===== src/rtl/rxw_pkg.sv =====
package rxw_pkg;
    localparam int MAX_FRAME  = 2032;
    localparam int CRC_LEN    = 4;
    localparam int DESC_STEP  = 8;
    localparam int F_EMPTY    = 15;
    localparam int F_WRAP     = 13;
    localparam int F_LAST     = 11;
    localparam int F_LONG     = 5;
    localparam int F_TRUNC    = 0;
    localparam logic [10:0] BUF_MAX    = 11'h7F0;
    localparam logic [15:0] MAXLEN_RST = 16'h05EE;

    typedef enum logic [2:0] {
        S_IDLE, S_ARM, S_CHECK, S_HEAD, S_PTR, S_DATA, S_CLOSE
    } rxw_state_e;

    function automatic logic [31:0] crc_step(input logic [31:0] c, input logic [7:0] b);
        logic [31:0] r;
        r = c ^ {24'h0, b};
        for (int i = 0; i < 8; i++) begin
            r = r[0] ? ((r >> 1) ^ 32'hEDB88320) : (r >> 1);
        end
        return r;
    endfunction
endpackage


===== src/rtl/rxw_cfg.sv =====
module rxw_cfg
    import rxw_pkg::*;
#(
    parameter int AW = 32,
    parameter int BW = 11,
    parameter int LW = 16
) (
    input  logic          clk,
    input  logic          rst_n,
    input  logic          cfg_we,
    input  logic [1:0]    cfg_sel,
    input  logic [31:0]   cfg_wdata,
    output logic [AW-1:0] ring_base,
    output logic [BW-1:0] buf_size,
    output logic [LW-1:0] max_len
);
    always_ff @(posedge clk or negedge rst_n) begin
        if (!rst_n) begin
            ring_base <= '0;
            buf_size  <= BW'(BUF_MAX);
            max_len   <= LW'(MAXLEN_RST);
        end else if (cfg_we) begin
            case (cfg_sel)
                2'd0: ring_base <= {cfg_wdata[AW-1:2], 2'b00};
                2'd1: buf_size  <= (cfg_wdata[BW-1:4] == '0) ? BW'(BUF_MAX)
                                                             : {cfg_wdata[BW-1:4], 4'b0000};
                2'd2: max_len   <= cfg_wdata[LW-1:0];
                default: ;
            endcase
        end
    end
endmodule


===== src/rtl/rxw_crc.sv =====
module rxw_crc
    import rxw_pkg::*;
(
    input  logic        clk,
    input  logic        rst_n,
    input  logic        clear,
    input  logic        shift,
    input  logic [7:0]  din,
    output logic [31:0] crc_out
);
    logic [31:0] acc;

    always_ff @(posedge clk or negedge rst_n) begin
        if (!rst_n)     acc <= '1;
        else if (clear) acc <= '1;
        else if (shift) acc <= crc_step(acc, din);
    end

    assign crc_out = ~acc;
endmodule


===== src/rtl/rx_ring_writer.sv =====
module rx_ring_writer
    import rxw_pkg::*;
#(
    parameter int AW = 32,
    parameter int LW = 16,
    parameter int BW = 11
) (
    input  logic        clk,
    input  logic        rst_n,
    input  logic        enable,
    input  logic        activate,
    input  logic        cfg_we,
    input  logic [1:0]  cfg_sel,
    input  logic [31:0] cfg_wdata,
    input  logic        frm_start,
    input  logic [15:0] frm_len,
    output logic [11:0] frm_idx,
    input  logic [7:0]  frm_byte,
    output logic        mem_req,
    output logic        mem_we,
    output logic [31:0] mem_addr,
    output logic [3:0]  mem_be,
    output logic [31:0] mem_wdata,
    input  logic [31:0] mem_rdata,
    output logic        rx_active,
    output logic        busy,
    output logic        ev_rx_buf,
    output logic        ev_rx_frame,
    output logic        frm_done,
    output logic        frm_stored
);
    localparam int SW = $clog2(MAX_FRAME) + 1;
    localparam int XW = LW + 1;

    rxw_state_e state, state_nx;
    logic [AW-1:0] cur_ptr, walk_ptr, buf_addr, byte_addr;
    logic [SW-1:0] remain, left, kidx, pay_n, chunk, cnt, bsz, chunk_nx, crc_off, new_sz;
    logic [15:0]   flags_q, err_q, new_err, close_flags;
    logic          arm_post, is_pay, last_blk, trunc, too_long;
    logic [XW-1:0] raw_sz;
    logic [AW-1:0] ring_base;
    logic [BW-1:0] buf_size;
    logic [LW-1:0] max_len;
    logic [31:0]   crc_val;
    logic [7:0]    wbyte;
    logic          crc_shift;

    rxw_cfg #(.AW(AW), .BW(BW), .LW(LW)) u_cfg (
        .clk(clk), .rst_n(rst_n), .cfg_we(cfg_we), .cfg_sel(cfg_sel), .cfg_wdata(cfg_wdata),
        .ring_base(ring_base), .buf_size(buf_size), .max_len(max_len)
    );

    rxw_crc u_crc (
        .clk(clk), .rst_n(rst_n), .clear(state == S_IDLE && frm_start),
        .shift(crc_shift), .din(frm_byte), .crc_out(crc_val)
    );

    function automatic logic [AW-1:0] step_ptr(input logic [AW-1:0] p, input logic w);
        return w ? ring_base : p + AW'(DESC_STEP);
    endfunction

    // Frame sizing
    assign raw_sz   = {1'b0, frm_len} + XW'(CRC_LEN);
    assign trunc    = raw_sz > XW'(MAX_FRAME);
    assign new_sz   = trunc ? SW'(MAX_FRAME) : raw_sz[SW-1:0];
    assign too_long = LW'(new_sz) > max_len;
    always_comb begin
        new_err          = '0;
        new_err[F_TRUNC] = trunc;
        new_err[F_LONG]  = trunc | too_long;
    end

    // Byte path
    assign bsz       = SW'(buf_size);
    assign chunk_nx  = (left < bsz) ? left : bsz;
    assign is_pay    = kidx < pay_n;
    assign crc_off   = kidx - pay_n;
    assign byte_addr = buf_addr + AW'(cnt);
    assign last_blk  = (left == '0);
    assign frm_idx   = 12'(kidx);
    assign busy      = (state != S_IDLE);

    always_comb begin
        unique case (crc_off[1:0])
            2'd0: wbyte = is_pay ? frm_byte : crc_val[31:24];
            2'd1: wbyte = is_pay ? frm_byte : crc_val[23:16];
            2'd2: wbyte = is_pay ? frm_byte : crc_val[15:8];
            default: wbyte = is_pay ? frm_byte : crc_val[7:0];
        endcase
    end

    always_comb begin
        close_flags          = flags_q;
        close_flags[F_EMPTY] = 1'b0;
        if (last_blk) close_flags = close_flags | err_q | (16'h1 << F_LAST);
    end

    // State register
    always_ff @(posedge clk or negedge rst_n) begin
        if (!rst_n) state <= S_IDLE;
        else        state <= state_nx;
    end

    // Next state and memory port
    always_comb begin
        state_nx  = state;
        mem_req   = 1'b0;
        mem_we    = 1'b0;
        mem_addr  = '0;
        mem_be    = '0;
        mem_wdata = '0;
        crc_shift = 1'b0;
        unique case (state)
            S_IDLE: begin
                if (frm_start) begin
                    if (rx_active) state_nx = S_CHECK;
                end else if (activate && enable && !rx_active) begin
                    state_nx = S_ARM;
                end
            end
            S_ARM: begin
                mem_req  = 1'b1;
                mem_addr = cur_ptr;
                state_nx = S_IDLE;
            end
            S_CHECK: begin
                mem_req  = 1'b1;
                mem_addr = walk_ptr;
                if (!mem_rdata[16+F_EMPTY]) state_nx = S_IDLE;
                else if (remain <= bsz)     state_nx = S_HEAD;
            end
            S_HEAD: begin
                mem_req  = 1'b1;
                mem_addr = cur_ptr;
                state_nx = S_PTR;
            end
            S_PTR: begin
                mem_req  = 1'b1;
                mem_addr = cur_ptr + AW'(4);
                state_nx = S_DATA;
            end
            S_DATA: begin
                mem_req   = 1'b1;
                mem_we    = 1'b1;
                mem_addr  = byte_addr;
                mem_be    = 4'b1000 >> byte_addr[1:0];
                mem_wdata = {4{wbyte}};
                crc_shift = is_pay;
                if (cnt == chunk - SW'(1)) state_nx = S_CLOSE;
            end
            S_CLOSE: begin
                mem_req   = 1'b1;
                mem_we    = 1'b1;
                mem_addr  = cur_ptr;
                mem_be    = 4'b1111;
                mem_wdata = {close_flags, 16'(chunk)};
                state_nx  = last_blk ? S_ARM : S_HEAD;
            end
            default: state_nx = S_IDLE;
        endcase
    end

    // Datapath and registered outputs
    always_ff @(posedge clk or negedge rst_n) begin
        if (!rst_n) begin
            cur_ptr <= '0; walk_ptr <= '0; buf_addr <= '0;
            remain <= '0; left <= '0; kidx <= '0; pay_n <= '0; chunk <= '0; cnt <= '0;
            flags_q <= '0; err_q <= '0; arm_post <= 1'b0; rx_active <= 1'b0;
            frm_done <= 1'b0; frm_stored <= 1'b0; ev_rx_buf <= 1'b0; ev_rx_frame <= 1'b0;
        end else begin
            frm_done    <= 1'b0;
            frm_stored  <= 1'b0;
            ev_rx_buf   <= 1'b0;
            ev_rx_frame <= 1'b0;
            unique case (state)
                S_IDLE: begin
                    if (frm_start) begin
                        if (rx_active) begin
                            remain   <= new_sz;
                            left     <= new_sz;
                            pay_n    <= new_sz - SW'(CRC_LEN);
                            err_q    <= new_err;
                            walk_ptr <= cur_ptr;
                            kidx     <= '0;
                        end else begin
                            frm_done <= 1'b1;
                        end
                    end else if (activate && enable && !rx_active) begin
                        arm_post <= 1'b0;
                    end
                end
                S_ARM: begin
                    rx_active <= mem_rdata[16+F_EMPTY];
                    if (arm_post) begin
                        frm_done   <= 1'b1;
                        frm_stored <= 1'b1;
                    end
                end
                S_CHECK: begin
                    if (!mem_rdata[16+F_EMPTY]) begin
                        frm_done <= 1'b1;
                    end else if (remain > bsz) begin
                        remain   <= remain - bsz;
                        walk_ptr <= step_ptr(walk_ptr, mem_rdata[16+F_WRAP]);
                    end
                end
                S_HEAD: begin
                    flags_q <= mem_rdata[31:16];
                    chunk   <= chunk_nx;
                end
                S_PTR: begin
                    buf_addr <= mem_rdata[AW-1:0];
                    cnt      <= '0;
                end
                S_DATA: begin
                    cnt  <= cnt + SW'(1);
                    kidx <= kidx + SW'(1);
                    left <= left - SW'(1);
                end
                S_CLOSE: begin
                    cur_ptr     <= step_ptr(cur_ptr, flags_q[F_WRAP]);
                    ev_rx_frame <= last_blk;
                    ev_rx_buf   <= !last_blk;
                    arm_post    <= 1'b1;
                end
                default: ;
            endcase
            if (cfg_we && cfg_sel == 2'd0) cur_ptr <= {cfg_wdata[AW-1:2], 2'b00};
            if (!enable) rx_active <= 1'b0;
        end
    end


    ev_excl_chk: assert property (@(posedge clk) disable iff (!rst_n) !(ev_rx_buf && ev_rx_frame));

    chunk_bound_chk: assert property (@(posedge clk) disable iff (!rst_n) (state == S_DATA) |-> (cnt < chunk));

    rx_off_chk: assert property (@(posedge clk) disable iff (!rst_n) !enable |=> !rx_active);

    rearm_after_frame_chk: assert property (@(posedge clk) disable iff (!rst_n) ev_rx_frame |-> (state == S_ARM));

    refuse_nowrite_chk: assert property (@(posedge clk) disable iff (!rst_n)
        (frm_done && !frm_stored) |-> !$past(mem_we));
endmodule


===== config.mk =====
export PLATFORM = sky130hd
export DESIGN_NAME = rx_ring_writer
export DESIGN_NICKNAME = d
export VERILOG_FILES = /design/src/rtl/rxw_pkg.sv /design/src/rtl/rxw_cfg.sv /design/src/rtl/rxw_crc.sv /design/src/rtl/rx_ring_writer.sv
export SDC_FILE = /design/constraint.sdc
export NUM_CORES = 1
export LEC_CHECK = 0
export ABC_CLOCK_PERIOD_IN_PS = 3200
export BUFFER_PORTS_ARGS = -buffer_cell sky130_fd_sc_hd__buf_4
export CORE_MARGIN = 2
export CORE_UTILIZATION = 38
export CTS_CLUSTER_DIAMETER = 30
export CTS_CLUSTER_SIZE = 8
export DETAILED_ROUTE_END_ITERATION = 10
export SLEW_MARGIN = 10
export SYNTH_ARGS = -nofsm -noshare
export SYNTH_HDL_FRONTEND = slang
export SYNTH_HIERARCHICAL = 1
export SYNTH_SLANG_ARGS = --single-unit

===== constraint.sdc =====
create_clock -name clk -period 3.2 [get_ports clk]
set_input_delay 0.16 -clock clk [delete_from_list [all_inputs] [get_ports clk]]
set_output_delay 0.16 -clock clk [all_outputs]
set_load 0.05 [all_outputs]

# [Yosys cells after proc, flatten, opt, wreduce, memory -nomap -nowiden]
# Index checks and enable logic that the tools add are counted.
[op_classes] add_sub_neg=12 shifts=1 magnitude_cmp=6 n_mux=65 bitwise_logic=12 reduce_logical=29 eq_ne=22
[op_table] operator="2-to-1 mux 32 bit" n=18
[op_table] operator="case mux 32 bit (2 select lines)" n=2
[op_table] operator="case mux 32 bit (4 select lines)" n=1
[op_table] operator="NOT 13 -> 14 bit" n=8
[op_table] operator="2-to-1 mux 12 bit" n=8
[op_table] operator="case mux 12 bit (2 select lines)" n=4
[op_table] operator="adder 32 x 4 -> 32 bit, second input constant" n=2
[op_table] operator="adder 32 x 12 -> 32 bit" n=1
[op_table] operator="adder 32 x 3 -> 32 bit, second input constant" n=1
[op_table] operator="2-to-1 mux 8 bit" n=4
[op_table] operator="NOT 32 bit" n=1
[op_table] operator="bitwise XOR 32 x 8 -> 32 bit" n=1
[op_table] operator="adder 12 x 1 -> 12 bit, second input constant" n=2
[op_table] operator="case mux 8 bit (3 select lines)" n=1
[op_table] operator="subtractor 12 x 1 -> 12 bit, second input constant" n=2
[op_table] operator="2-to-1 mux 3 bit" n=6
[op_table] operator="case mux 3 bit (6 select lines)" n=1
[op_table] operator="adder 16 x 3 -> 17 bit, second input constant" n=1
[op_table] operator="> comparator 17 x 11 -> 1 bit, second input constant" n=1
[op_table] operator="> comparator 12 x 16 -> 1 bit" n=1
[op_table] operator="2-to-1 mux 15 bit" n=1
[op_table] operator="bitwise OR 15 x 6 -> 15 bit" n=1
[op_table] operator="2-to-1 mux 1 bit" n=14
[op_table] operator="equality test 12 bit" n=1
[op_table] operator="38 further kinds" n=64
[word_totals] input_bits=96 word_cells=169 reg_bits=283

# [Longest topological paths before layout]
[logic_depth] ltp_word=19 ltp_mapped=16

# [Cells and area by module]
# Netlist, hierarchy kept.
[modules_own_cells] mod="rx_ring_writer" cells_each=1953 area_each_um2=15569.9 n_inst=1
[modules_own_cells] mod="rxw_crc" cells_each=205 area_each_um2=2406.1 n_inst=1
[modules_own_cells] mod="rxw_cfg" cells_each=139 area_each_um2=2122.0 n_inst=1

# [Worst setup path after synthesis]
# OpenSTA, ideal clock, no wires.
[synth_path] kind="register -> output" start="reg kidx[0] (netlist: frm_idx[0])" end="out mem_wdata[29]" stages_incl_launch_ff=13 arrival_time_ns=3.708 n_path_buf=1 slack_ns=-0.668 cell_sequence="dfrtp_1 inv_1 ha_1 inv_1 fa_1 a211oi_1 o21bai_1 a211oi_1 o21ai_0 a31oi_1 buf_1 mux2i_1 o21ai_0"
[synth_via] elab_chain_cells=4 elab_cells_between_ends=11 cone_classes="add/sub (1); order compare (1); eq/ne (2); mux (6); reduce/logical (1)"
[synth_rtl] item="start, declared" line_no="rx_ring_writer.sv:37" text="logic [SW-1:0] remain, left, kidx, pay_n, chunk, cnt, bsz, chunk_nx, crc_off, new_sz;"
[synth_rtl] item="start signal, assigned" line_no="rx_ring_writer.sv:217" text="kidx <= kidx + SW'(1);"
[synth_rtl] item="< comparator 12 bit / subtractor 2 bit (equally long branches)" line_no="rx_ring_writer.sv:76, rx_ring_writer.sv:77"
[synth_rtl] item="2-to-1 mux 8 bit (tied with other cells)" line_no="rx_ring_writer.sv:88" text="default: wbyte = is_pay ? frm_byte : crc_val[7:0];"
[synth_rtl] item="case mux 8 bit (3 select lines) *" line_no="rx_ring_writer.sv:84" text="unique case (crc_off[1:0])"
[synth_rtl] item="case mux 32 bit (2 select lines) *" line_no="rx_ring_writer.sv:113" text="unique case (state)"
[synth_rtl] item="end, declared" line_no="rx_ring_writer.sv:23" text="output logic [31:0] mem_wdata,"
# Every way passes the cells marked *; elsewhere a longest branch is shown, timed or not.

# [Worst setup path after layout]
[layout_path] start="reg kidx[0] (netlist: frm_idx[0])" end="out mem_wdata[1]"
# Same word-level chain as after synthesis.

==> qor.yml <==
path_cells: "inv_2, ha_4, inv_2, fa_2, a211oi_2, o21bai_1, a211oi_1, o21ai_1, a31oi_4, buf_8, mux2i_4, buf_6, o22ai_4, buf_6"
relSlewSlack_pct: 46.52
pwr-share-clk_pct: 28.0
min_path_type: "input port to flop"
critPathRequiredTime_ps: 3040
synth_area_leaders: "dfrtp_1 (29%), mux2_2 (6.2%), dfstp_2 (6.1%), nand2_1 (6.0%), o21ai_0 (5.4%)"
power_frac_comb_pct: 48.0
fin_ws_ps: -233.8
synth_seq_cells: 279
coreArea_mm2: 0.05245
drt-total-wl_um: 73510
worst-r2r-cell-count: 10
antenna_found_initial: 0
yosysTopAreaCell: "dfrtp_1"
ys.warnings.count: 6
die_x_um: 234.0
synth_top_area_share_pct: 28.89
p_int_w: 0.01588
cts_root_buf: "clkbuf_16"
fin_crit_ps: 3434
clk_pin_slew_worst_paths_ps: 40
post-dp-hpwl_um: 51880
final_util_pct: 52.28
cap_violations: 0
p_leak_nw: 11.98
ys_types: 106
synth_compound_area_share_pct: 18.62
ios: 184
fmax_mhz: 291.2
synth_top_family_by_area: "compound AO/OA/AOI/OAI gates"
cp.arrival_ps: 3270
pre_cts_slack_ps: -73.08
tightest_slew_ps: 802.3
vias: 19400
grt_max_degree: 79
outcome: "complete, but fails checks"
min_from: "frm_len[9]"
totalPowerFinal_w: 0.02765
timing.rr.end: "remain[5]"
synth_xor_area_share_pct: 9.089
cts.sinks: 279
setup_tns_ps: -5294
crit_family: "compound AO/OA/AOI/OAI gates"
grt_use_total_pct: 26.66
ir_drop_v: 0.0005639
critical_path.endpoint_type: "primary output"
route.detailed.drc: 0
viasPerCell: 5.713
critPathMaxFanout: 5
dieHeight_um: 234.0
numCtsBuffers: 76
die_area_mm2: 0.05474
holdPathEnd: "pay_n[11]"
startpoint_type: "flop"
worst-setup-path-type: "flop to primary output"
synthArstFlopShare_pct: 100.0
reg2reg_from: "u_cfg/buf_size[5]"
grt_util_met2_pct: 41.00
stdcell_count: 3395
p_per_area_mw_per_mm2: 1009
wire_per_inst_um: 21.65
cts_tree: "yes"
placed_cells: 3146
busiest_layer: "met2"
cp_num_buf_inv: 5
syn_area_per_cell_um2: 8.750
gr-total-overflow: 0
syn_area_mm2: 0.02010
met1_usage_pct: 36.35
synth_enable_flop_cells: 0
setup_viol: 42
timing_hold_violations_final: 0
grtUsageMet3_pct: 6.372
gp_congestion: 0.9472
synthAdderAreaFrac_pct: 4.283
skew_ps: 38.93
drive_gt1_share_pct: 30.30
rows: 84
grt_pass1_wl_um: 112200
synth-simple-area-share_pct: 18.37
power_switching_w: 0.01177
critical-path-max-stage-delay_ps: 400
grt_pass1_vias: 18910
ctsHtreeMaxLevel: 3
synth_common_cells: "nand2_1 (322), dfrtp_1 (232), o21ai_0 (218), nor2_1 (179), a21oi_1 (117)"
slew_violations: 0
yosysMostFrequentCell: "nand2_1"
rsz0062_at_grt: "true"
start_util_pct: 38.32
final_nets: 2806
insertion_delay_ps: 620
first_pass_iters: 6
drt-initial-drc-count: 1587
port_buffers: 183
min_path_cells: 4
fin_crit_sh_pct: 107.3
crit_start: "frm_idx[0]"
synth_flop_cell: "dfrtp_1"
cp.depth: 14
synth_sequential_area_ratio_pct: 35.03
syn_inst: 2297
switching_share_pct: 42.58
syn_to_final_growth_pct: 36.41
clockBufferDepth: 3
p_seq_share_pct: 24.0
synth_mux_area_share_pct: 9.469
ant_nets: 0
r2r_slack_ps: 160
violations: "negative setup slack"
cpMaxStageDelayCell: "dfrtp_2"
[worst max path at each step]
stage / end / slack, ps
6_report: mem_wdata[1] / -230
5_1_grt: mem_wdata[3] / -350
4_1_cts: mem_wdata[1] / -240
3_5_place_dp: mem_wdata[1] / -70
3_3_place_gp: mem_wdata[1] / -110
2_1_floorplan: mem_wdata[29] / -6
[cell usage in the layout (no fill, tap or decap), types with 34 or more instances in the layout]
cell type | netlist | final
a21oi_1 | 117 | 109
buf_4 | 8 | 271
buf_6 | 3 | 58
clkbuf_16 | 0 | 77
dfrtp_1 | 232 | 216
dfstp_2 | 47 | 47
dlygate4sd3_1 | 0 | 72
ha_1 | 64 | 55
inv_1 | 101 | 99
mux2_2 | 111 | 111
mux2i_1 | 45 | 41
nand2_1 | 322 | 315
nand3_1 | 49 | 48
nor2_1 | 179 | 163
nor3_1 | 48 | 45
o21ai_0 | 218 | 170
xnor2_1 | 87 | 82
xor2_1 | 35 | 34
[power by group through the flow]
stage / logic [W] / registers [W] / clock network (W)
after floorplan: 0.00870 / 0.00604 / 0
after global placement: 0.0120 / 0.00650 / 0
after detailed placement: 0.0122 / 0.00654 / 0
after CTS: 0.0128 / 0.00655 / 0.00785
after global routing: 0.0142 / 0.00680 / 0.00807
final: 0.0133 / 0.00663 / 0.00776
[layout make-up]
cell class,count,area [µm²]
Timing Repair Buffer,410,3573
Fill cell,4658,25030
Inverter,104,392.9
Clock buffer,106,2156
Antenna cell,1,2.502
Sequential cell,279,7061
Multi-Input combinational cell,1772,12900
Tap cell,688,860.8
Clock inverter,35,470.5
[routing by layer]
layer,vias up,part of all wire (%)
li1,8922,-
met1,9529,44
met2,808,45
met3,137,8.3
met4,0,3.3
met5,-,0
[logic make-up after synthesis]
logic type                 count (synthesis)
and+or+nand+nor                          789
DFF                                      279
AOI/OAI and AO/OA                        589
muxes                                    166
xor gates and xnor gates                 154
adders and majority gates                 67
other                                      2
buffers and inverters                    251
[worst reg2reg max path, stage by stage, from the launching register on]
cell	delay (ps)
dfstp_2	540
inv_1	100
ha_1	390
o21ai_0	170
a211oi_1	280
o31a_1	220
o21a_1	260
a21oi_4	130
a21oi_4	200
buf_4	250
mux2_2	370
[what timing repair did]
action | in CTS | in global routing
pin swaps | 39 | 46
gates cloned | 1 | 1
endpoints found under the setup margin | 58 | 64
gates resized for setup | 144 | 87
setup buffers | 17 | 17
hold endpoints to repair | 201 | 0
hold buffers | 72 | 0
[metrics by stage]
stage               hold slack, ps  instance area, µm²
finish                       74.17               27420
global route                 90.88               27410
CTS                          48.49               26920
detailed placement           159.2               22850
global placement             158.8               22850
floorplan                   -135.6               20230
[state kept, by name (all words and copies together), names as in the netlist, 15 cells and up]
signal           count
buf_addr            32
walk_ptr            32
u_cfg/max_len       16
u_cfg/ring_base     30
cur_ptr             32
flags_q             15
u_crc/acc           32
Note: power is estimated with default switching activity, not from simulation.
